<file path="src/rtl/gpio_pin_bank_pkg.sv">
package gpio_pin_bank_pkg;
   // Register addresses; the pin number selects the bit within each register.
   localparam int ADR_DIR   = 0;
   localparam int ADR_OUT   = 1;
   localparam int ADR_BLINK = 2;
   localparam int ADR_POL   = 3;
   localparam int ADR_DIN   = 4;
   localparam int ADR_LAST  = ADR_DIN;
   localparam int MAX_PINS  = 32;
endpackage

</file>
<file path="src/rtl/gpio_sync_chain.sv">
module gpio_sync_chain #(
   parameter int WIDTH  = 32,
   parameter int STAGES = 2
) (
   input  logic             clk,
   input  logic             rst_n,
   input  logic [WIDTH-1:0] d_async,
   output logic [WIDTH-1:0] q_sync
);
   if (STAGES < 2) begin : g_bad_stages
      $error("gpio_sync_chain: STAGES must be at least 2");
   end

   logic [STAGES-1:0][WIDTH-1:0] stg_q;

   always_ff @(posedge clk or negedge rst_n) begin
      if (!rst_n) begin
         stg_q <= '0;
      end else begin
         stg_q[0] <= d_async;
         for (int s = 1; s < STAGES; s++) stg_q[s] <= stg_q[s-1];
      end
   end

   assign q_sync = stg_q[STAGES-1];
endmodule

</file>
<file path="src/rtl/gpio_blink_timer.sv">
module gpio_blink_timer #(
   parameter int HALF_PERIOD = 500000
) (
   input  logic clk,
   input  logic rst_n,
   output logic phase
);
   localparam int CW = (HALF_PERIOD > 1) ? $clog2(HALF_PERIOD) : 1;
   localparam logic [CW-1:0] LAST = CW'(HALF_PERIOD - 1);

   if (HALF_PERIOD < 2) begin : g_bad_half
      $error("gpio_blink_timer: HALF_PERIOD must be at least 2");
   end

   logic [CW-1:0] cnt_q;
   logic          phase_q;

   always_ff @(posedge clk or negedge rst_n) begin
      if (!rst_n) begin
         cnt_q   <= '0;
         phase_q <= 1'b0;
      end else if (cnt_q == LAST) begin
         cnt_q   <= '0;
         phase_q <= ~phase_q;
      end else begin
         cnt_q   <= cnt_q + 1'b1;
      end
   end

   assign phase = phase_q;

   // the shared blink wave only changes when a full half period has elapsed
   a_r6_phase_at_terminal: assert property (@(posedge clk) disable iff (!rst_n)
      !$stable(phase_q) |-> $past(cnt_q) == LAST);
endmodule

</file>
<file path="src/rtl/gpio_ctrl_regs.sv">
module gpio_ctrl_regs
   import gpio_pin_bank_pkg::*;
#(
   parameter int NPINS  = 32,
   parameter int ADDR_W = 3
) (
   input  logic              clk,
   input  logic              rst_n,
   input  logic [ADDR_W-1:0] bus_addr,
   input  logic              bus_we,
   input  logic [NPINS-1:0]  bus_wdata,
   input  logic [NPINS-1:0]  din,
   output logic [NPINS-1:0]  bus_rdata,
   output logic [NPINS-1:0]  dir_q,
   output logic [NPINS-1:0]  out_q,
   output logic [NPINS-1:0]  blink_q,
   output logic [NPINS-1:0]  pol_q
);
   logic wr_dir, wr_out, wr_blink, wr_pol;

   assign wr_dir   = bus_we && (bus_addr == ADDR_W'(ADR_DIR));
   assign wr_out   = bus_we && (bus_addr == ADDR_W'(ADR_OUT));
   assign wr_blink = bus_we && (bus_addr == ADDR_W'(ADR_BLINK));
   assign wr_pol   = bus_we && (bus_addr == ADDR_W'(ADR_POL));

   always_ff @(posedge clk or negedge rst_n) begin
      if (!rst_n) begin
         dir_q   <= '1;
         out_q   <= '0;
         blink_q <= '0;
         pol_q   <= '0;
      end else begin
         if (wr_dir)   dir_q   <= bus_wdata;
         if (wr_out)   out_q   <= bus_wdata;
         if (wr_blink) blink_q <= bus_wdata;
         if (wr_pol)   pol_q   <= bus_wdata;
      end
   end

   always_comb begin
      bus_rdata = '0;
      if      (bus_addr == ADDR_W'(ADR_DIR))   bus_rdata = dir_q;
      else if (bus_addr == ADDR_W'(ADR_OUT))   bus_rdata = out_q;
      else if (bus_addr == ADDR_W'(ADR_BLINK)) bus_rdata = blink_q;
      else if (bus_addr == ADDR_W'(ADR_POL))   bus_rdata = pol_q;
      else if (bus_addr == ADDR_W'(ADR_DIN))   bus_rdata = din;
   end

   // a write to the data-in address leaves every writable register alone
   a_r8_din_readonly: assert property (@(posedge clk) disable iff (!rst_n)
      (bus_we && bus_addr == ADDR_W'(ADR_DIN)) |=>
         ($stable(dir_q) && $stable(out_q) && $stable(blink_q) && $stable(pol_q)));

   // writes to unmapped addresses leave every register alone
   a_r9_unmapped_write: assert property (@(posedge clk) disable iff (!rst_n)
      (bus_we && bus_addr > ADDR_W'(ADR_LAST)) |=>
         ($stable(dir_q) && $stable(out_q) && $stable(blink_q) && $stable(pol_q)));
endmodule

</file>
<file path="src/rtl/gpio_pin_bank.sv">
module gpio_pin_bank
   import gpio_pin_bank_pkg::*;
#(
   parameter int NPINS       = 32,
   parameter int ADDR_W      = 3,
   parameter int SYNC_STAGES = 2,
   parameter int BLINK_HALF  = 500000
) (
   input  logic              clk,
   input  logic              rst_n,
   input  logic [ADDR_W-1:0] bus_addr,
   input  logic              bus_we,
   input  logic [NPINS-1:0]  bus_wdata,
   output logic [NPINS-1:0]  bus_rdata,
   input  logic [NPINS-1:0]  pad_in,
   output logic [NPINS-1:0]  pad_out,
   output logic [NPINS-1:0]  pad_oe
);
   if (NPINS < 1 || NPINS > MAX_PINS) begin : g_bad_npins
      $error("gpio_pin_bank: NPINS out of range");
   end
   if ((1 << ADDR_W) <= ADR_LAST) begin : g_bad_addr
      $error("gpio_pin_bank: ADDR_W too narrow for the register map");
   end

   logic [NPINS-1:0] dir_q, out_q, blink_q, pol_q;
   logic [NPINS-1:0] sync_q, din;
   logic             blink_phase;

   gpio_sync_chain #(.WIDTH(NPINS), .STAGES(SYNC_STAGES)) u_sync (
      .clk     (clk),
      .rst_n   (rst_n),
      .d_async (pad_in),
      .q_sync  (sync_q)
   );

   gpio_blink_timer #(.HALF_PERIOD(BLINK_HALF)) u_blink (
      .clk   (clk),
      .rst_n (rst_n),
      .phase (blink_phase)
   );

   gpio_ctrl_regs #(.NPINS(NPINS), .ADDR_W(ADDR_W)) u_regs (
      .clk       (clk),
      .rst_n     (rst_n),
      .bus_addr  (bus_addr),
      .bus_we    (bus_we),
      .bus_wdata (bus_wdata),
      .din       (din),
      .bus_rdata (bus_rdata),
      .dir_q     (dir_q),
      .out_q     (out_q),
      .blink_q   (blink_q),
      .pol_q     (pol_q)
   );

   assign din = sync_q ^ pol_q;

   for (genvar p = 0; p < NPINS; p++) begin : g_pin
      assign pad_oe[p]  = ~dir_q[p];
      assign pad_out[p] = blink_q[p] ? blink_phase : out_q[p];
   end

   // a direction write shows up inverted on the pad enables one cycle later
   a_r2_dir_to_oe: assert property (@(posedge clk) disable iff (!rst_n)
      (bus_we && bus_addr == ADDR_W'(ADR_DIR)) |=> pad_oe == ~$past(bus_wdata));

   // with no pin blinking and static levels unchanged, the pads hold still
   a_r7_static_hold: assert property (@(posedge clk) disable iff (!rst_n)
      (blink_q == '0 && $past(blink_q) == '0 && $stable(out_q)) |-> $stable(pad_out));
endmodule

</file>
<file path="config.mk">
export PLATFORM = sky130hd
export DESIGN_NAME = gpio_pin_bank
export DESIGN_NICKNAME = d
export VERILOG_FILES = /design/src/rtl/gpio_pin_bank_pkg.sv /design/src/rtl/gpio_sync_chain.sv /design/src/rtl/gpio_blink_timer.sv /design/src/rtl/gpio_ctrl_regs.sv /design/src/rtl/gpio_pin_bank.sv
export SDC_FILE = /design/constraint.sdc
export NUM_CORES = 1
export LEC_CHECK = 0
export ABC_AREA = 1
export BUFFER_PORTS_ARGS = -buffer_cell sky130_fd_sc_hd__buf_4
export CORE_MARGIN = 5
export CORE_UTILIZATION = 25
export DETAILED_ROUTE_END_ITERATION = 8
export SYNTH_ARGS = -nofsm -noshare
export SYNTH_HDL_FRONTEND = slang
export SYNTH_SLANG_ARGS = --single-unit
</file>
<file path="constraint.sdc">
create_clock -name clk -period 4.8 [get_ports clk]
set_clock_uncertainty 0.05 [all_clocks]
set_input_delay 0.48 -clock clk [delete_from_list [all_inputs] [get_ports clk]]
set_output_delay 0.48 -clock clk [all_outputs]
set_load 0.005 [all_outputs]
</file>
==> results of run 1 <==
-- cells by family (layout without fill, tap and decap cells) --
family                   Yosys count  in the layout  share of synthesized area
XOR/XNOR                          46             46                     0.0446
AND/OR/NAND/NOR                  422            422                      0.194
buffers and inverters            135            349                     0.0602
AO/OA/AOI/OAI                    194            194                      0.108
adder cells (fa/ha/maj)            1              1                    0.00139
flip-flops                       212            212                      0.592
-- final cells by class --
type                       count  area [um^2]
tap                          461          577
inverter                      92          345
multi-input combinational    663         3140
fill                        3677        23600
clock inverter                 9         68.8
clock buffer                  41          798
timing repair buffer         207         1660
sequential                   212         5350
-- metrics by stage --
| stage | utilization | setup slack [ns] | instance area (um^2) | hold WS, ns | total power [uW] |
|---|---|---|---|---|---|
| after floorplan | - | 2.91 | 9020 | 0.134 | 2640 |
| after global placement | 0.302 | 2.03 | 10700 | 0.283 | 3100 |
| after detailed placement | 0.302 | 2.04 | 10700 | 0.285 | 3120 |
| after CTS | 0.335 | 1.88 | 11900 | 0.134 | 5140 |
| after global routing | 0.335 | 1.80 | 11900 | 0.146 | 5350 |
| final | 0.335 | 1.93 | 11900 | 0.163 | 5050 |
-- critical path, cell delays in order (launching register included) --
cell and delay (ns):
dfrtp_1 0.32, clkinv_1 0.54, buf_4 0.47, a21oi_1 0.27
buf_4 0.16
-- sequential cells by signal (all words and copies together), names as in the netlist --
signal / cells
u_regs.blink_q: 32
u_regs.dir_q: 32
u_blink.cnt_q: 19
u_sync.stg_q: 32
u_sync.q_sync: 32
u_blink.phase: 1
u_regs.out_q: 32
u_regs.pol_q: 32
-- power by group through the flow --
stage	sequential, uW	combinational [uW]	clock (uW)
6_report	2250	849	1950
5_1_grt	2290	962	2100
4_1_cts	2250	869	2030
3_5_place_dp	2280	844	0
3_3_place_gp	2270	830	0
2_1_floorplan	2230	408	0
-- Yosys cell counts --
master | count | area (um^2)
a21oi_1 | 65 | 325
buf_2 | 28 | 140
clkbuf_1 | 14 | 52.6
clkbuf_2 | 1 | 5.00
clkinv_1 | 1 | 3.75
dfrtp_1 | 180 | 4500
dfstp_2 | 32 | 841
ha_1 | 1 | 12.5
inv_1 | 88 | 330
inv_2 | 3 | 11.3
nand2_1 | 255 | 957
nand2_2 | 4 | 25.0
nand3_1 | 15 | 75.1
nand4_1 | 37 | 231
nor2_1 | 105 | 394
nor3_1 | 2 | 10.0
nor3_4 | 3 | 48.8
nor3b_1 | 1 | 7.51
o21ai_0 | 46 | 230
o21ai_1 | 83 | 415
xnor2_1 | 34 | 298
xor2_1 | 12 | 105
-- how the worst max path moves through the flow --
| stage | startpoint | end | slack, ns | cells past startpoint |
|---|---|---|---|---|
| floorplan | bus_addr[2] | bus_rdata[10] | 2.91 | 5 |
| global placement | bus_addr[0] | bus_rdata[1] | 2.03 | 7 |
| detailed placement | bus_addr[0] | bus_rdata[1] | 2.04 | 7 |
| CTS | u_blink.phase$_DFFE_PN0N_ | pad_out[1] | 1.88 | 4 |
| global route | u_blink.phase$_DFFE_PN0N_ | pad_out[1] | 1.80 | 4 |
| finish | u_blink.phase$_DFFE_PN0N_ | pad_out[1] | 1.93 | 4 |
-- per-layer routing --
metal  vias to the layer above  wire (um)
met5                         -          0
met4                         0        897
met3                        53       1530
met2                       193      12200
met1                      3450      11200
li1                       3626          -
==> qor.txt, run 1 <==
DR WL/cell: 15.3 um
Rows: 69
Slew Viols, Final: 0
Avg Cell Area, Syn: 8.93 um^2
Worst Setup End Kind: output pin
Internal Power: 3650 uW
status: complete, no violations
endpoints failing setup: 0
synth-to-layout area growth: 32.2%
Post-Syn Area: 9020 um^2
post_cts resized: 0
DR vias: 7322
Critical Path AT: 2.34 ns
CTS tree: yes
worst reg2reg path depth: 6
met1 GRT Util: 0.166
Inst Count DP: 1602
full die area: 40000 um^2
sequential group share of total power: 0.446
number of global-route vias before repair: 7495
hold crit path type: input port to flip-flop
Crit Reg-Reg Startpoint: u_blink.cnt_q[0]$_DFF_PN0_
crit path launch type: flip-flop
Global Route met2 Usage: 0.208
initial cell density of the core: 0.254
Reg-to-Reg End: u_blink.cnt_q[13]$_DFF_PN0_
vias per cell: 4.35
critical path fanouts, max: 19
Fin. Hold Viols: 0
CTS buffer count: 27
CP Class: flip-flop to output pin
WL final: 25800 um
die span in x: 200 um
cells after synthesis: 1010
FMAX: 348 MHz
GR Util All Layers: 0.127
NetSw: 1400 uW
combinational group share of total power: 0.168
cell area power density: 423 nW/um^2
worst slew pin tran: 0.944 ns
Seq/Total Area, Yosys: 0.592
syn nets: 1081
most frequent cells in the layout: 255 x nand2_1, 180 x dfrtp_1, 172 x buf_4, 105 x nor2_1, 88 x inv_1
Worst-path clk slew: 0.06 ns
Post-Route Setup TNS: 0 ns
antenna-violating nets left: 0
Yosys reg bits: 212
# clock sinks: 212
Clock Latency Late Sink: 0.56 ns
H-tree Lvls: 1
total of max-cap violations: 0
port bufs: 165
Net Sw Frac: 0.277
Antenna diodes: 0
Core Region: 35600 um^2
Die Ht: 200 um
Ys Warns: 0
P_leak: 0.00555 uW
Peak supply drop: 0.264 mV
total gr overflow: 0
RSZ-0062 raised after global routing: no
initial antenna violation count: 0
period utilization: 0.598
routability congestion estimate from global placement: 0.897
min Tclk post-route: 2.87 ns
most common cell after layout, fill and taps aside: nand2_1
Worst EP required: 4.27 ns
worst min-delay path startpoint: bus_wdata[22]
DRT Pass-1 Iters: 6
busiest grt layer: met2
Iteration-0 DRC Markers: 376
nets@finish: 1274
Clk pwr share: 0.386
met3 GRT Util: 0.0237
Slew HR: 0.370
CTS max path bufs: 3
pin count of the biggest net entering global routing: 131
number of setup buffers added after CTS: 0
Layout Cells excl Fill: 1685
layout cells sized above 1: 0.212
Final HPWL DP: 16700 um
Hold Path Stages: 3
# hold bufs at CTS: 33
DR DRC count: 0
I/O pins: 166
CTS root buffer: clkbuf_16
first-pass GRT wire length: 40400 um
post-synth cell types: 22
Hold Path Sink: u_regs.dir_q[22]$_DFFE_PN1P_
FF-to-FF setup slack: 2.93 ns
(Power assumes the default switching activity.)
==> run 2, diff against run 1 <==
ABC_AREA = 0   (was 1)
clock period = 2.4 ns   (was 4.8 ns; I/O delays follow)
==> qor.txt, run 2 <==
status: complete, no violations
Async S/R FF share, synth: 1.00 (unchanged)
initial antenna violation count: 0 (unchanged)
Post-Syn Area: 9220 um^2 (+2.2%)
vias per cell: 4.51 (+3.9%)
CP top delay family: compound AO/OA/AOI/OAI gates
dpl cell area: 11200 um^2 (+4.0%)
hold crit path type: input port to async pin
endpoints failing setup: 0 (unchanged)
DR WL/cell: 17.4 um (+14%)
pin count of the biggest net entering global routing: 59 (-55%)
number of global-route vias before repair: 7296 (-2.7%)
CTS root buffer: clkbuf_16
full die area: 40800 um^2 (+2.1%)
Yosys reg bits: 212 (unchanged)
leading area contributor after synthesis: dfrtp_1
initial cell density of the core: 0.252 (-0.00124)
Final HPWL DP: 18000 um (+7.8%)
syn nets: 856 (-21%)
DR DRC count: 0 (unchanged)
H-tree Lvls: 1 (unchanged)
top_reg_cell synth: dfrtp_1
CP bufs+invs: 1 (-2)
Worst Setup End Kind: output pin
Clock Latency Late Sink: 0.53 ns (-0.03 ns)
die span in x: 202 um (+1.0%)
Ys Warns: 0 (unchanged)
post_cts resized: 0 (unchanged)
period utilization: 0.874
post-synthesis adder-cell area fraction: 0.00136 (-0.0000295)
min Tclk post-route: 2.10 ns
critical path fanouts, max: 3 (-16)
RSZ-0062 raised after global routing: no
total of max-cap violations: 0 (unchanged)
Rows: 70 (+1.4%)
CTS max path bufs: 3 (unchanged)
fraction of synthesized cell area in xor and xnor cells: 0.0464 (+0.00176)
Largest stage delay, worst path: 0.39 ns (-0.15 ns)
port bufs: 165 (unchanged)
# clock sinks: 212 (unchanged)
DRT Pass-1 Iters: 5 (-1)
Slew HR: 0.563 (+0.193)
post-synthesis mux area share: 0.156 (+0.156)
post-synthesis compound-gate area fraction: 0.0885 (-0.0191)
total gr overflow: 0 (unchanged)
final hold slack: 0.167 ns (+0.00399 ns)
Slew Viols, Final: 0 (unchanged)
antenna-violating nets left: 0 (unchanged)
CTS buffer count: 25 (-7.4%)
GR Util All Layers: 0.126 (-0.00113)
FMAX: 477 MHz
worst reg2reg path depth: 5 (-1)
Layout Cells excl Fill: 1511 (-10%)
first-pass GRT wire length: 41400 um (+2.6%)
cells after synthesis: 785 (-22%)
cell area power density: 850 nW/um^2 (+100%)
nets@finish: 1094 (-14%)
Iteration-0 DRC Markers: 342 (-9.0%)
Worst-path clk slew: 0.06 ns (about the same)
worst slew pin tran: 0.651 ns (-0.294 ns)
post-synthesis simple-gate area fraction: 0.0888 (-0.105)
FILL cells: 3574 (-2.8%)
WL final: 26300 um (+2.1%)
crit path launch type: flip-flop
CTS tree: yes
routability congestion estimate from global placement: 0.766 (-15%)
Post-Route Setup TNS: 0 ns (unchanged)
Inst Count DP: 1399 (-13%)
FF-to-FF setup slack: 0.56 ns (-2.37 ns)
largest cells by area after synthesis: dfrtp_1 49%, mux2_2 15%, dfstp_2 9.1%, xnor2_1 4.0%, o32a_1 3.5%
fin util: 0.349 (+0.0137)
design area: 12800 um^2 (+6.9%)
Die Ht: 202 um (+1.0%)
slowest CP cell: dfrtp_1
count leader, synth: dfrtp_1
Avg Cell Area, Syn: 11.7 um^2 (+31%)
most frequent cells in the layout: 183 x buf_4, 180 x dfrtp_1, 124 x mux2_2, 80 x nor2_1, 68 x nand2_1
most common cell after layout, fill and taps aside: buf_4
DR vias: 6819 (-6.9%)
post-synth top area share: 0.489 (-0.0106)
I/O pins: 166 (unchanged)
number of setup buffers added after CTS: 0 (unchanged)
CP Class: flip-flop to output pin
Peak supply drop: 0.562 mV (+110%)
Crit Reg-Reg Startpoint: u_blink.cnt_q[6]$_DFF_PN0_
worst-path cell chain: a21oi_1 -> o32a_1 -> o21ai_0 -> buf_4
Core Region: 36500 um^2 (+2.7%)
# hold bufs at CTS: 65 (+97%)
Worst EP required: 2.11 ns (-2.16 ns)
P_leak: 0.00555 uW (about the same)
Post-synth top cells: 180 x dfrtp_1, 124 x mux2_2, 80 x nor2_1
layout cells sized above 1: 0.387 (+0.174)
Seq/Total Area, Yosys: 0.580 (-0.0126)
synth-to-layout area growth: 38.3%
Post-synth EDFFs: 0 (unchanged)
largest family of logic cells by synthesized area: multiplexers
post-synth cell types: 35 (+59%)
Fin. Hold Viols: 0 (unchanged)
Critical Path AT: 1.81 ns (-0.53 ns)
Reg-to-Reg End: u_blink.phase$_DFFE_PN0N_
==> run 2: cell count changes in the layout (fill, tap and decap cells not counted), sizes merged, moves of 32 or more <==
cell	before	now
dlygate4sd3	33	65
o21ai	129	65
inv	92	36
nand2	259	71
o32a	0	32
mux2	0	128
==> run 2: layout make-up <==
cell class	instances	area (um^2)	area share
diodes	1	2.50	0.000196
clock buffers	33	696	0.0546
clock inverters	13	244	0.0191
inverters	35	131	0.0103
multi-input cells	492	3550	0.278
flip-flops and latches	212	5350	0.419
well taps	468	586	0.0459
repair buffers	257	2200	0.173
==> run 2: worst max-delay path by stage <==
| stage | slack (ns) | to | start | depth (start not counted) |
|---|---|---|---|---|
| finish | 0.30 | bus_rdata[1] | u_regs.blink_q[1]$_DFFE_PN0P_ | 4 |
| floorplan | 0.82 | u_blink.cnt_q[18]$_DFF_PN0_ | u_blink.cnt_q[0]$_DFF_PN0_ | 5 |
| global placement | 0.40 | bus_rdata[31] | bus_addr[1] | 6 |
| detailed placement | 0.41 | bus_rdata[31] | bus_addr[1] | 6 |
| global route | 0.23 | bus_rdata[1] | u_regs.blink_q[1]$_DFFE_PN0P_ | 4 |
| CTS | 0.24 | bus_rdata[1] | u_regs.blink_q[1]$_DFFE_PN0P_ | 4 |
==> run 2: cells by family (layout without fill, tap and decap cells) <==
group | Yosys count | after routing
simple gates | 184 | 184
compound gates | 131 | 131
flops | 212 | 212
buf+inv | 81 | 338
xor+xnor | 48 | 48
mux | 128 | 128
other cells | 0 | 1
fa+ha+maj | 1 | 1
==> run 2: per-layer routing <==
metal	share of wire	up-vias	global-route usage
met2	0.48	182	0.214
met5	0	-	0
met1	0.45	3410	0.167
met4	0.023	0	0.0283
li1	-	3191	-
met3	0.049	36	0.0245
==> run 2: worst reg2reg max path, stage by stage (launching register included) <==
cell and delay [ns]:
dfrtp_1 0.45, nor4b_1 0.36, nand4_1 0.15, nor4_2 0.38, buf_4 0.25, xor2_2 0.13
==> run 2: report_power, final <==
| group | total [uW] | switching (uW) | internal (uW) |
|---|---|---|---|
| Clock | 4300 | 1510 | 2790 |
| Combinational | 1970 | 788 | 1180 |
| Sequential | 4570 | 390 | 4180 |
| Total | 10800 | 2690 | 8160 |
==> run 2: through the flow <==
step | total power, uW | setup slack (ns)
finish | 10800 | 0.304
global route | 11400 | 0.227
CTS | 11000 | 0.237
detailed placement | 6540 | 0.410
global placement | 6500 | 0.399
floorplan | 5520 | 0.821
